$ cat src/rtl/sfd_pkg.sv
package sfd_pkg;
    typedef enum logic [1:0] {
        ST_IDLE      = 2'd0,
        ST_TO_HOST   = 2'd1,
        ST_FROM_HOST = 2'd2
    } xfer_state_t;
endpackage

$ cat src/rtl/sfd_byte_fifo.sv
module sfd_byte_fifo #(
    parameter int DEPTH = 16,
    localparam int PTR_W = $clog2(DEPTH),
    localparam int LVL_W = $clog2(DEPTH + 1)
) (
    input  logic             clk,
    input  logic             rst_n,
    input  logic [1:0]       push_n,
    input  logic [7:0]       push_b0,
    input  logic [7:0]       push_b1,
    input  logic [1:0]       pop_n,
    output logic [7:0]       head0,
    output logic [7:0]       head1,
    output logic [LVL_W-1:0] level
);
    logic [7:0]       mem [DEPTH];
    logic [PTR_W-1:0] wr_ptr;
    logic [PTR_W-1:0] rd_ptr;
    logic [PTR_W-1:0] wr_ptr_p1;
    logic [PTR_W-1:0] rd_ptr_p1;

    assign wr_ptr_p1 = wr_ptr + PTR_W'(1);
    assign rd_ptr_p1 = rd_ptr + PTR_W'(1);
    assign head0     = mem[rd_ptr];
    assign head1     = mem[rd_ptr_p1];

    always_ff @(posedge clk) begin
        if (push_n != 2'd0) mem[wr_ptr] <= push_b0;
        if (push_n == 2'd2) mem[wr_ptr_p1] <= push_b1;
    end

    always_ff @(posedge clk) begin
        if (!rst_n) begin
            wr_ptr <= '0;
            rd_ptr <= '0;
            level  <= '0;
        end else begin
            wr_ptr <= wr_ptr + PTR_W'(push_n);
            rd_ptr <= rd_ptr + PTR_W'(pop_n);
            level  <= level + LVL_W'(push_n) - LVL_W'(pop_n);
        end
    end
endmodule

$ cat src/rtl/sfd_xfer_counter.sv
module sfd_xfer_counter #(
    parameter int CNT_W = 16,
    parameter int LVL_W = 5
) (
    input  logic             clk,
    input  logic             rst_n,
    input  logic             load,
    input  logic [CNT_W-1:0] load_val,
    input  logic [1:0]       dec,
    input  logic [LVL_W-1:0] level_next,
    output logic [CNT_W:0]   left,
    output logic             tc,
    output logic [LVL_W-1:0] resid
);
    logic [CNT_W:0] left_dec;

    always_comb begin
        if (left > (CNT_W+1)'(dec)) left_dec = left - (CNT_W+1)'(dec);
        else                        left_dec = '0;
    end

    always_ff @(posedge clk) begin
        if (!rst_n) begin
            left  <= '0;
            tc    <= 1'b0;
            resid <= '0;
        end else if (load) begin
            left <= (load_val == '0) ? {1'b1, {CNT_W{1'b0}}} : {1'b0, load_val};
            tc   <= 1'b0;
        end else if (dec != 2'd0) begin
            left <= left_dec;
            if (left_dec == '0 && !tc) begin
                tc    <= 1'b1;
                resid <= level_next;
            end
        end
    end
endmodule

$ cat src/rtl/sfd_drq_fsm.sv
module sfd_drq_fsm
    import sfd_pkg::*;
#(
    parameter int DEPTH = 16,
    localparam int LVL_W = $clog2(DEPTH + 1)
) (
    input  logic             clk,
    input  logic             rst_n,
    input  logic             start_in,
    input  logic             start_out,
    input  logic             stop,
    input  logic             keep_odd,
    input  logic             sync_mode,
    input  logic             tc,
    input  logic [LVL_W-1:0] level,
    output xfer_state_t      state,
    output logic             drq
);
    xfer_state_t state_nxt;

    always_comb begin
        state_nxt = state;
        unique case (state)
            ST_IDLE: begin
                if (stop)           state_nxt = ST_IDLE;
                else if (start_in)  state_nxt = ST_TO_HOST;
                else if (start_out) state_nxt = ST_FROM_HOST;
            end
            ST_TO_HOST: begin
                if (stop)           state_nxt = ST_IDLE;
                else if (start_out) state_nxt = ST_FROM_HOST;
            end
            ST_FROM_HOST: begin
                if (stop)           state_nxt = ST_IDLE;
                else if (start_in)  state_nxt = ST_TO_HOST;
            end
            default: state_nxt = ST_IDLE;
        endcase
    end

    always_ff @(posedge clk) begin
        if (!rst_n) state <= ST_IDLE;
        else        state <= state_nxt;
    end

    always_comb begin
        drq = 1'b0;
        unique case (state)
            ST_IDLE:      drq = 1'b0;
            ST_TO_HOST:   drq = (level > (keep_odd ? LVL_W'(1) : LVL_W'(0)))
                                && !(sync_mode && tc);
            ST_FROM_HOST: drq = (level < LVL_W'(DEPTH)) && !tc;
            default:      drq = 1'b0;
        endcase
    end
endmodule

$ cat src/rtl/scsi_dma_fifo.sv
module scsi_dma_fifo
    import sfd_pkg::*;
#(
    parameter int DEPTH = 16,
    parameter int CNT_W = 16,
    localparam int LVL_W = $clog2(DEPTH + 1)
) (
    input  logic             clk,
    input  logic             rst_n,
    input  logic             cfg_keep_odd,
    input  logic             cfg_sync,
    input  logic             dma_swap,
    input  logic             cnt_load,
    input  logic [CNT_W-1:0] cnt_value,
    input  logic             xfer_start_in,
    input  logic             xfer_start_out,
    input  logic             xfer_stop,
    input  logic             cpu_wr,
    input  logic [7:0]       cpu_wdata,
    input  logic             cpu_rd,
    output logic [7:0]       cpu_rdata,
    input  logic             dev_push,
    input  logic [7:0]       dev_wdata,
    input  logic             dev_pop,
    output logic [7:0]       dev_rdata,
    input  logic             dma_wr,
    input  logic [15:0]      dma_wdata,
    input  logic             dma_rd,
    input  logic             dma_peek,
    output logic [15:0]      dma_rdata,
    output logic             drq,
    output logic             tc,
    output logic [CNT_W:0]   xfer_left,
    output logic [LVL_W-1:0] resid_len,
    output logic [LVL_W-1:0] fifo_level
);
    logic [1:0]       push_n, pop_n, dec;
    logic [7:0]       push_b0, push_b1, head0, head1;
    logic [15:0]      wr_word, rd_raw;
    logic [LVL_W-1:0] level_next;
    logic             room_one, has_one, has_two, single_wr;
    xfer_state_t      xfer_state;

    assign room_one  = fifo_level < LVL_W'(DEPTH);
    assign has_one   = fifo_level != '0;
    assign has_two   = fifo_level >= LVL_W'(2);
    assign single_wr = (fifo_level > LVL_W'(DEPTH - 2)) || (xfer_left == (CNT_W+1)'(1));
    assign wr_word   = dma_swap ? {dma_wdata[7:0], dma_wdata[15:8]} : dma_wdata;

    always_comb begin
        push_n  = 2'd0;
        pop_n   = 2'd0;
        dec     = 2'd0;
        push_b0 = 8'h00;
        push_b1 = 8'h00;
        if (dma_wr) begin
            push_b0 = wr_word[7:0];
            push_b1 = wr_word[15:8];
            if (!single_wr) begin
                push_n = 2'd2;
                dec    = 2'd2;
            end else if (room_one) begin
                push_n = 2'd1;
                dec    = 2'd1;
            end
        end else if (dma_rd) begin
            if (!dma_peek && has_two) begin
                pop_n = 2'd2;
                dec   = 2'd2;
            end else if (!dma_peek && has_one) begin
                pop_n = 2'd1;
                dec   = 2'd1;
            end
        end else if (dev_push) begin
            push_b0 = dev_wdata;
            if (room_one) push_n = 2'd1;
        end else if (dev_pop) begin
            if (has_one) pop_n = 2'd1;
        end else if (cpu_wr) begin
            push_b0 = cpu_wdata;
            if (room_one) push_n = 2'd1;
        end else if (cpu_rd) begin
            if (has_one) pop_n = 2'd1;
        end
    end

    assign level_next = fifo_level + LVL_W'(push_n) - LVL_W'(pop_n);

    always_comb begin
        if (has_two)      rd_raw = {head1, head0};
        else if (has_one) rd_raw = {8'hFF, head0};
        else              rd_raw = 16'hFF00;
    end

    assign dma_rdata = dma_swap ? {rd_raw[7:0], rd_raw[15:8]} : rd_raw;
    assign cpu_rdata = has_one ? head0 : 8'h00;
    assign dev_rdata = has_one ? head0 : 8'h00;

    sfd_byte_fifo #(.DEPTH(DEPTH)) u_fifo (
        .clk(clk), .rst_n(rst_n),
        .push_n(push_n), .push_b0(push_b0), .push_b1(push_b1),
        .pop_n(pop_n), .head0(head0), .head1(head1), .level(fifo_level)
    );

    sfd_xfer_counter #(.CNT_W(CNT_W), .LVL_W(LVL_W)) u_cnt (
        .clk(clk), .rst_n(rst_n),
        .load(cnt_load), .load_val(cnt_value), .dec(dec),
        .level_next(level_next), .left(xfer_left), .tc(tc), .resid(resid_len)
    );

    sfd_drq_fsm #(.DEPTH(DEPTH)) u_fsm (
        .clk(clk), .rst_n(rst_n),
        .start_in(xfer_start_in), .start_out(xfer_start_out), .stop(xfer_stop),
        .keep_odd(cfg_keep_odd), .sync_mode(cfg_sync), .tc(tc),
        .level(fifo_level), .state(xfer_state), .drq(drq)
    );
endmodule

$ cat config.mk
export PLATFORM = sky130hd
export DESIGN_NAME = scsi_dma_fifo
export DESIGN_NICKNAME = d
export VERILOG_FILES = /design/src/rtl/sfd_pkg.sv /design/src/rtl/sfd_byte_fifo.sv /design/src/rtl/sfd_xfer_counter.sv /design/src/rtl/sfd_drq_fsm.sv /design/src/rtl/scsi_dma_fifo.sv
export SDC_FILE = /design/constraint.sdc
export NUM_CORES = 1
export LEC_CHECK = 0
export ABC_AREA = 1
export BUFFER_PORTS_ARGS = -buffer_cell sky130_fd_sc_hd__buf_4
export CORE_UTILIZATION = 29
export DETAILED_ROUTE_END_ITERATION = 7
export GPL_ROUTABILITY_DRIVEN = 0
export PLACE_DENSITY_LB_ADDON = 0.12
export RECOVER_POWER = 100
export SYNTH_ARGS = -nofsm -noshare
export SYNTH_HDL_FRONTEND = slang
export SYNTH_HIERARCHICAL = 1
export SYNTH_SLANG_ARGS = --single-unit
$ cat constraint.sdc
create_clock -name clk -period 4.2 [get_ports clk]
set_clock_uncertainty 0.1 [all_clocks]
set_input_delay 0.84 -clock clk [delete_from_list [all_inputs] [get_ports clk]]
set_output_delay 0.84 -clock clk [all_outputs]
set_load 0.1 [all_outputs]
Word level (Yosys, flattened, before mapping)
Memory sizes are Yosys's and may differ from the RTL's. A register that Yosys moved wholly into a read port is not among the register bits.
Cells that the tools add are included.
W data, S select, Z words.
Word-level totals
  logic and storage cells: 94
  memory bits (writable): 128
  input bits: 64
  register bits: 38
  latch bits: 0
  memories kept: 1
  ROM bits: 0
Operators by class
  mux-type cells: 47
  shift operators: 0
  order comparisons: 5
  multipliers: 0
  reduce and logical (&&, ||, !) cells: 20
  divide/modulo/power cells: 0
  add/subtract/negate cells: 7
  bitwise operators: 2
  equal/unequal tests: 5
Memory list
  u_fifo.mem: depth 16, bits a word 8, read ports 2, clocked after Yosys merged registers in 1, write ports 2, RTL line sfd_byte_fifo.sv:16  | logic [7:0] mem [DEPTH];
Operators with widths (number)
  $mux W17: 4
  $mux W8: 8
  $mux W16: 3
  $mux W2: 21
  $eq A17 B1 Y1 const B: 1
  $gt A17 B2 Y1: 1
  $logic_not A17 Y1: 1
  $sub A17 B2 Y17: 1
  $logic_not A16 Y1: 1
  $add A4 B1 Y4 const B: 2
  $add A4 B2 Y4: 2
  $mux W1: 8
  $logic_and A1 B1 Y1: 6
  $pmux W2 S3: 1
  $reduce_bool A2 Y1: 3
  $add A5 B2 Y5: 1
  $ge A5 B2 Y1 const B: 1
  $gt A5 B4 Y1 const B: 1
  $gt A5 B5 Y1: 1
  $lt A5 B5 Y1 const B: 1
  $reduce_bool A5 Y1: 1
  $sub A5 B2 Y5: 1
  $eq A2 B2 Y1 const B: 2
  $mux W4: 1
  other kinds (10): 13

Depth between registers and ports, before layout
Gate-level depths: netlist (run 1).
  depth in word-level cells: 11
  mapped depth: 25
  mapped depth without buffers: 25

Hierarchy
The synthesis (run 1) kept the hierarchy.
By module, submodules not included
  sfd_byte_fifo: instances 1, cells each 1259, area an instance 9072.5 um^2
  sfd_xfer_counter: instances 1, cells each 324, area an instance 2009.4 um^2
  scsi_dma_fifo: instances 1, cells each 229, area an instance 1211.2 um^2
  sfd_drq_fsm: instances 1, cells each 42, area an instance 262.8 um^2

Worst setup path before layout (run 1)
Ideal clock, no wire load.
  path kind: register -> output
  start point: register u_fifo.level[3]
  end point: output dev_rdata[0]
  arrival: 3592 ps
  cell stages (with the launch flop): 8
  slack: -332 ps
  required time: 3260 ps
  cell sequence: dfxtp_1 inv_1 ha_1 nand2_1 nor3_2 buf_4 nor2_1 buf_4
Between the ends
  longest elaborated chain between the ends: 2
Ends and longest elaborated chain
  start: declaration: RTL line sfd_byte_fifo.sv:14  | output logic [LVL_W-1:0] level
  start signal: assignment: RTL line sfd_byte_fifo.sv:40  | level <= level + LVL_W'(push_n) - LVL_W'(pop_n);
  $reduce_bool A5 Y1: RTL line scsi_dma_fifo.sv:45  | assign has_one = fifo_level != '0;
  $mux W8
  end: declaration: RTL line scsi_dma_fifo.sv:25  | output logic [7:0] dev_rdata,
No other way between the ends.

Worst setup path after layout (run 1)
  start point: register u_fifo.rd_ptr[0]
  end point: output dma_rdata[12]
Between the ends
  longest elaborated chain between the ends: 4
Ends and longest elaborated chain
  start: declaration: RTL line sfd_byte_fifo.sv:18  | logic [PTR_W-1:0] rd_ptr;
  start signal: assignment: RTL line sfd_byte_fifo.sv:39  | rd_ptr <= rd_ptr + PTR_W'(pop_n);
  $add A4 B1 Y4: RTL line sfd_byte_fifo.sv:23  | assign rd_ptr_p1 = rd_ptr + PTR_W'(1);
  $mem_v2 Z16 W8
  named net head1[4]: RTL line scsi_dma_fifo.sv:38  | logic [7:0] push_b0, push_b1, head0, head1;
  $mux W16: RTL line scsi_dma_fifo.sv:90  | if (has_two) rd_raw = {head1, head0};
  $mux W16: RTL line scsi_dma_fifo.sv:95  | assign dma_rdata = dma_swap ? {rd_raw[7:0], rd_raw[15:8]} : rd_raw;
  end: declaration: RTL line scsi_dma_fifo.sv:30  | output logic [15:0] dma_rdata,
The timed path passes the listed nets, and every way through them passes these cells.

==> results.yml, run 1 <==
worst_hold_path:
  hold_path_end: "u_cnt/resid[3]$_SDFFE_PN0P_"
  hold_start: "u_cnt/resid[3]$_SDFFE_PN0P_"
  hold_path.class: "register to register"
  hold_depth: 4
worst_setup_path:
  r2r_slack_ps: 380
  required_ps: 3260
  max_stage_delay_ps: 460
  reg2reg_to: "u_fifo/mem[2][4]$_DFFE_PP_"
  r2r_start: "u_cnt/left[3]$_SDFFE_PN0P_"
  crit_family: "simple AND/OR/NAND/NOR gates"
  worst_setup_path_end_kind: "output port"
  critPathBufInv: 2
  cp.arrival_ps: 3040
  crit_fanout: 23
  path_class: "register to output port"
  cp.depth: 10
  reg2reg_depth: 12
  start_kind: "register"
  crit_slowest_cell: "xnor2_1"
  crit_chain: "ha_1, xnor2_1, buf_4, nand3_1, nand3_1, nand2_1, or2_1, nand2_1, o21ai_1, clkbuf_4"
clock_network:
  cts_sinks: 166
  cts_hold_buf: 0
  clk_pin_slew_ps: 70
  cts_buffer_depth: 2
  cts-htree-levels: 4
  worstSkewPairLatency_ps: 450
  cts_resized: 0
  cts_inserted_buffers: 17
  root_buffer: "clkbuf_16"
  postCtsSetupBuffers: 0
  cts_tree: "yes"
logic_synthesis:
  synth_fp_nets: 1951
  synthArstFlopShare_pct: 0
  ys_warn_count: 6
  syn_inst: 1854
  yosysSeqAreaShare_pct: 36.7
  synth-edff-count: 128
  synth_cell_types: 47
  synth_area_um2: 12600
  synthFlopType: "edfxtp_1"
  synth-seq-cells: 166
  avgSynthCellArea_um2: 6.77
floorplanning:
  rows: 75
  dieArea_um2: 44100
  start_util_pct: 29.7
  die_w_um: 210
  core_area_um2: 42300
  ios: 125
  die_h_um: 210
grt:
  track_usage_pct: 20.5
  grt-ovfl-total: 0
  grt_pass1_wl_um: 68500
  grt_max_degree: 55
  grt_pass1_vias: 11500
  grt_antenna_before_repair: 0
sta:
  max-slew-margin-rel_pct: 19.1
  slew_violations: 0
  rsz0062_at_grt: "false"
  min_period_over_period_pct: 94.8
  final.min_clock_period_ps: 3980
  final-setup-viol-count: 0
  hold-worst-slack_ps: 428
  hold_violations: 0
  fmax_mhz: 251
  setup_tns_ps: 0
  tightestPinTransition_ps: 1220
power:
  power_mw: 9.33
  leakage_nw: 6.68
  p_per_area_nw_per_um2: 638
  ir_drop_v: 0.000757
layout:
  diodes: 0
  final_cells: 2531
  drive_gt1_share_pct: 12.1
  layout_common_cells: "nand2_1 (580), nand3_1 (260), inv_1 (246)"
  utilization_pct: 34.6
  fin_nets: 2038
  final_common_cell: "nand2_1"
  syn_to_final_growth_pct: 16.5
drt:
  wl_per_cell_um: 17.7
  drc: 0
  avgViaCountPerCell: 4.84
  ant_nets: 0
  vias: 12200
  drtIter0Drc: 1016
  wirelength_um: 44800
  dr.pass1.iters: 8
placed_design:
  place_hpwl_um: 32900
  dpl.cell_count: 2499
  port_buffers: 124
run:
  maxCapViolCount: 0
outcome:
  run_status: "complete, no violations"
==> routing by layer <==
layer | global-route usage (%) | up-vias | wire length [µm]
met3 | 2.53 | 54 | 2190
met2 | 34.3 | 360 | 21300
met5 | 0 | - | 0
li1 | - | 6168 | -
met1 | 27.2 | 5662 | 20200
met4 | 6.90 | 0 | 1020
==> worst max path at each step <==
stage	startpoint	to	slack, ps
3_5_place_dp	dev_pop	u_cnt/resid[4]$_SDFFE_PN0P_	370
2_1_floorplan	u_fifo/level[3]$_SDFF_PN0_	dev_rdata[0]	-330
6_report	u_fifo/rd_ptr[0]$_SDFF_PN0_	dma_rdata[12]	220
4_1_cts	u_fifo/rd_ptr[0]$_SDFF_PN0_	dma_rdata[12]	130
3_3_place_gp	dev_pop	u_cnt/resid[4]$_SDFFE_PN0P_	390
5_1_grt	u_cnt/left[9]$_SDFFE_PN0P_	u_fifo/mem[15][0]$_DFFE_PP_	30
==> logic make-up after synthesis <==
logic type      Yosys count  share of synthesized area (%)
compound gates          262                           11.5
xor+xnor                 10                          0.698
fa+ha+maj                33                           3.71
buf+inv                 379                           12.1
flops                   166                           36.7
simple gates           1004                           35.4
==> report_power, final <==
group	leakage, nW	internal (mW)	switching, mW
combinational	4.91	1.26	4.23
sequential	1.49	2.00	0.152
clock	0.293	0.945	0.742
==> worst register-to-register path, stage by stage, from the launching register on <==
cell,delay [ps]
dfxtp_1,560
nor2_1,100
nand2_1,80
nor2_1,40
nand3_1,210
nand3_1,190
inv_1,150
inv_1,130
nor2_1,800
nand4_1,290
clkbuf_1,410
o31ai_1,170
clkbuf_2,290
==> cells in the mapped netlist (4+ instances only) <==
| cell | n | area (µm²) |
|---|---|---|
| nand2_1 | 576 | 2160 |
| nor2_2 | 11 | 68.8 |
| inv_1 | 247 | 927 |
| nor2_4 | 9 | 101 |
| nand3_2 | 4 | 40.0 |
| o21ai_2 | 4 | 35.0 |
| fa_1 | 7 | 140 |
| xor2_1 | 6 | 52.6 |
| o21ai_1 | 28 | 140 |
| inv_2 | 12 | 45.0 |
| buf_6 | 5 | 56.3 |
| a21oi_1 | 26 | 130 |
| buf_4 | 10 | 75.1 |
| dfxtp_1 | 38 | 761 |
| nor2_1 | 88 | 330 |
| o21ai_0 | 155 | 776 |
| edfxtp_1 | 128 | 3840 |
| ha_1 | 26 | 325 |
| nand3_1 | 260 | 1300 |
| xnor2_1 | 4 | 35.0 |
| nor4_1 | 4 | 25.0 |
| or2_1 | 9 | 56.3 |
| nand4_1 | 16 | 100 |
| nand2_2 | 9 | 56.3 |
| buf_2 | 15 | 75.1 |
| clkbuf_1 | 77 | 289 |
| a31oi_1 | 15 | 93.8 |
| o31ai_1 | 24 | 180 |
| buf_1 | 11 | 41.3 |
| nand2_4 | 4 | 45.0 |
==> metrics by stage <==
stage	worst slack [ps]	instance area, µm²
after floorplan	-332	12600
after global placement	390	14300
after detailed placement	372	14300
after CTS	133	14900
after global routing	28.8	14600
final	219	14600
==> final cells by class <==
class	count	area [µm²]
Multi-Input combinational cell	1309	6490
Timing Repair Buffer	187	1220
Sequential cell	166	4610
Tap cell	577	722
Inverter	260	978
Fill cell	4600	27700
Clock buffer	18	429
Clock inverter	14	175
==> flip-flops by register name, summed over array words and instances, names as in the netlist <==
signal         count
u_cnt/left        17
u_cnt/resid        5
u_cnt/tc           1
u_fifo/level       5
u_fifo/mem       128
u_fifo/rd_ptr      4
u_fifo/wr_ptr      4
u_fsm/state        2
No activity file was read; power rests on OpenSTA's default activity.
==> inputs of run 2 (changes only) <==
--- a/config.mk
+++ b/config.mk
@@ -7,7 +7,7 @@
 export LEC_CHECK = 0
 export ABC_AREA = 1
 export BUFFER_PORTS_ARGS = -buffer_cell sky130_fd_sc_hd__buf_4
-export CORE_UTILIZATION = 29
+export CORE_UTILIZATION = 55
 export DETAILED_ROUTE_END_ITERATION = 7
 export GPL_ROUTABILITY_DRIVEN = 0
 export PLACE_DENSITY_LB_ADDON = 0.12
==> run 2 against run 1 <==
The flow now finishes with violations (DRC). Sequential share of layout area grew 1.2 points. Hold slack lost 14 ps. Cell area shrank 3.7%. First-iteration DRC count grew 58%. Routed wire length shrank 11%. Total power shrank 1.0%. Sequential power is essentially flat. Cell count shrank 12%. Flip-flop and latch count is the same. Clock power shrank 3%. Non-clock buffer count shrank 19.
==> results.yml, run 2 (synthesis results as in run 1) <==
sta:
  fin_ws_ps: 193
  final-setup-viol-count: 0
  max-slew-margin-rel_pct: 13.7
  tightestPinTransition_ps: 1280
  fmax_mhz: 250
  final.min_clock_period_ps: 4010
  min_period_over_period_pct: 95.4
  hold_violations: 0
  rsz0062_at_grt: "false"
  setup_tns_ps: 0
  slew_violations: 0
  hold-worst-slack_ps: 414
grt:
  grt-ovfl-total: 0
  grt_pass1_vias: 11800
  grt_antenna_before_repair: 0
  track_usage_pct: 34.4
  grt_max_degree: 67
  grt_pass1_wl_um: 62700
clock_network:
  root_buffer: "clkbuf_16"
  cts_tree: "yes"
  cts_inserted_buffers: 17
  cts-htree-levels: 4
  cts_hold_buf: 0
  clk_pin_slew_ps: 60
  cts_buffer_depth: 2
  postCtsSetupBuffers: 0
  cts_sinks: 166
  worstSkewPairLatency_ps: 440
power:
  p_per_area_nw_per_um2: 655
  ir_drop_v: 0.00102
  leakage_nw: 6.58
floorplanning:
  start_util_pct: 56.8
  rows: 54
  ios: 125
  core_area_um2: 22100
  dieArea_um2: 23400
  die_h_um: 153
  die_w_um: 153
layout:
  syn_to_final_growth_pct: 12.2
  largest_registers: "u_fifo/mem: 128 flops, u_cnt/left: 17 flops"
  final_cells: 2215
  final_common_cell: "nand2_1"
  fin_nets: 2019
  drive_gt1_share_pct: 11.1
  layout_common_cells: "nand2_1 (580), nand3_1 (261), inv_1 (247)"
  fill_cells: 2024
  regMostFlops: "u_fifo/mem"
  largest_register_ffs: 128
  diodes: 0
drt:
  ant_nets: 0
  drc: 1
  drtIter0Drc: 1608
  wirelength_um: 39800
  avgViaCountPerCell: 5.80
  wl_per_cell_um: 18.0
  vias: 12800
  dr.pass1.iters: 8
worst_setup_path:
  required_ps: 3260
  reg2reg_to: "u_fifo/mem[11][1]$_DFFE_PP_"
  worst_setup_path_end_kind: "output port"
  r2r_slack_ps: 260
  crit_chain: "clkbuf_4, nand2_1, nand3_1, nand3_1, nand3_1, nand2_1, or2_1, nand2_1, o21ai_1, clkbuf_4"
  cp.arrival_ps: 3070
  path_class: "register to output port"
  crit_fanout: 63
  reg2reg_depth: 13
  crit_slowest_cell: "clkbuf_4"
  start_kind: "register"
  max_stage_delay_ps: 700
  r2r_start: "u_fifo/level[4]$_SDFF_PN0_"
outcome:
  run_status: "finished, violations left"
  violations: "DRC"
worst_hold_path:
  hold_path.class: "register to register"
  hold_path_end: "u_cnt/resid[1]$_SDFFE_PN0P_"
  hold_start: "u_cnt/resid[1]$_SDFFE_PN0P_"
  hold_depth: 4
placed_design:
  port_buffers: 124
  dpl.cell_count: 2183
  post-place-ws_ps: 391
  place_hpwl_um: 28000
run:
  maxCapViolCount: 0
run 2: changes by cell type in the layout (fill, tap and decap cells not counted), moves of 2 or more:
cell      previous run  this run
buf_2                4         2
buf_4               96        94
buf_12               4         0
clkbuf_4            14        16
o21ai_1             27        25
xor2_1               6         4
inv_6                3         0
o31ai_2              1         4
o21ai_0            156       158
xor2_2               0         2
clkbuf_2            25        17
o31ai_4              7         4
run 2: repair_timing:
item | 4_1_cts | 5_1_grt
endpoints found under the setup margin | 0 | 7
gates resized for setup | 0 | 3
hold endpoints to repair | 0 | 0
run 2: critical path: cells and delay by family (launching register included):
| family | cells | cell delay (ps) |
|---|---|---|
| and+or+nand+nor | 7 | 970 |
| buffers and inverters | 2 | 1000 |
| DFF | 1 | 560 |
| AOI/OAI and AO/OA | 1 | 70 |
run 2: where the power goes:
group	internal (mW)	total, mW	switching [mW]	leakage (nW)
Sequential	2.00	2.17	0.162	1.49
Clock	0.990	1.64	0.654	0.287
Combinational	1.23	5.42	4.19	4.81
run 2: worst max path at each step:
stage	end	cells after the start	from	slack (ps)
floorplan	dev_rdata[0]	7	u_fifo/level[3]$_SDFF_PN0_	-330
global placement	u_cnt/resid[1]$_SDFFE_PN0P_	21	dma_wr	450
detailed placement	u_cnt/resid[4]$_SDFFE_PN0P_	21	dma_wr	390
CTS	dma_rdata[10]	9	u_fifo/rd_ptr[0]$_SDFF_PN0_	200
global route	dma_rdata[10]	9	u_fifo/rd_ptr[0]$_SDFF_PN0_	30
finish	dma_rdata[9]	10	u_fifo/rd_ptr[0]$_SDFF_PN0_	190
run 2: per-layer routing:
metal	GRT usage [%]	share of wire (%)	vias up
met4	15.1	3.3	0
met3	6.55	10	109
met2	55.8	47	699
met1	44.7	39	5902
li1	-	-	6128
met5	0	0	-
run 2: area by class of cell:
type	count	area [µm²]	area share [%]
flip-flops and latches	166	4610	32.7
well taps	280	350	2.49
clock buffers	22	444	3.15
repair buffers	168	1070	7.58
clock inverters	10	154	1.09
inverters	260	977	6.94
multi-input cells	1309	6490	46.0
run 2: stage by stage:
step / total power, mW / utilization, % / cell area, µm²
6_report: 9.23 / 63.8 / 14100
5_1_grt: 9.71 / 63.8 / 14100
4_1_cts: 9.32 / 64.7 / 14300
3_5_place_dp: 7.70 / 62.0 / 13700
3_3_place_gp: 7.62 / 62.0 / 13700
2_1_floorplan: 6.51 / - / 12600
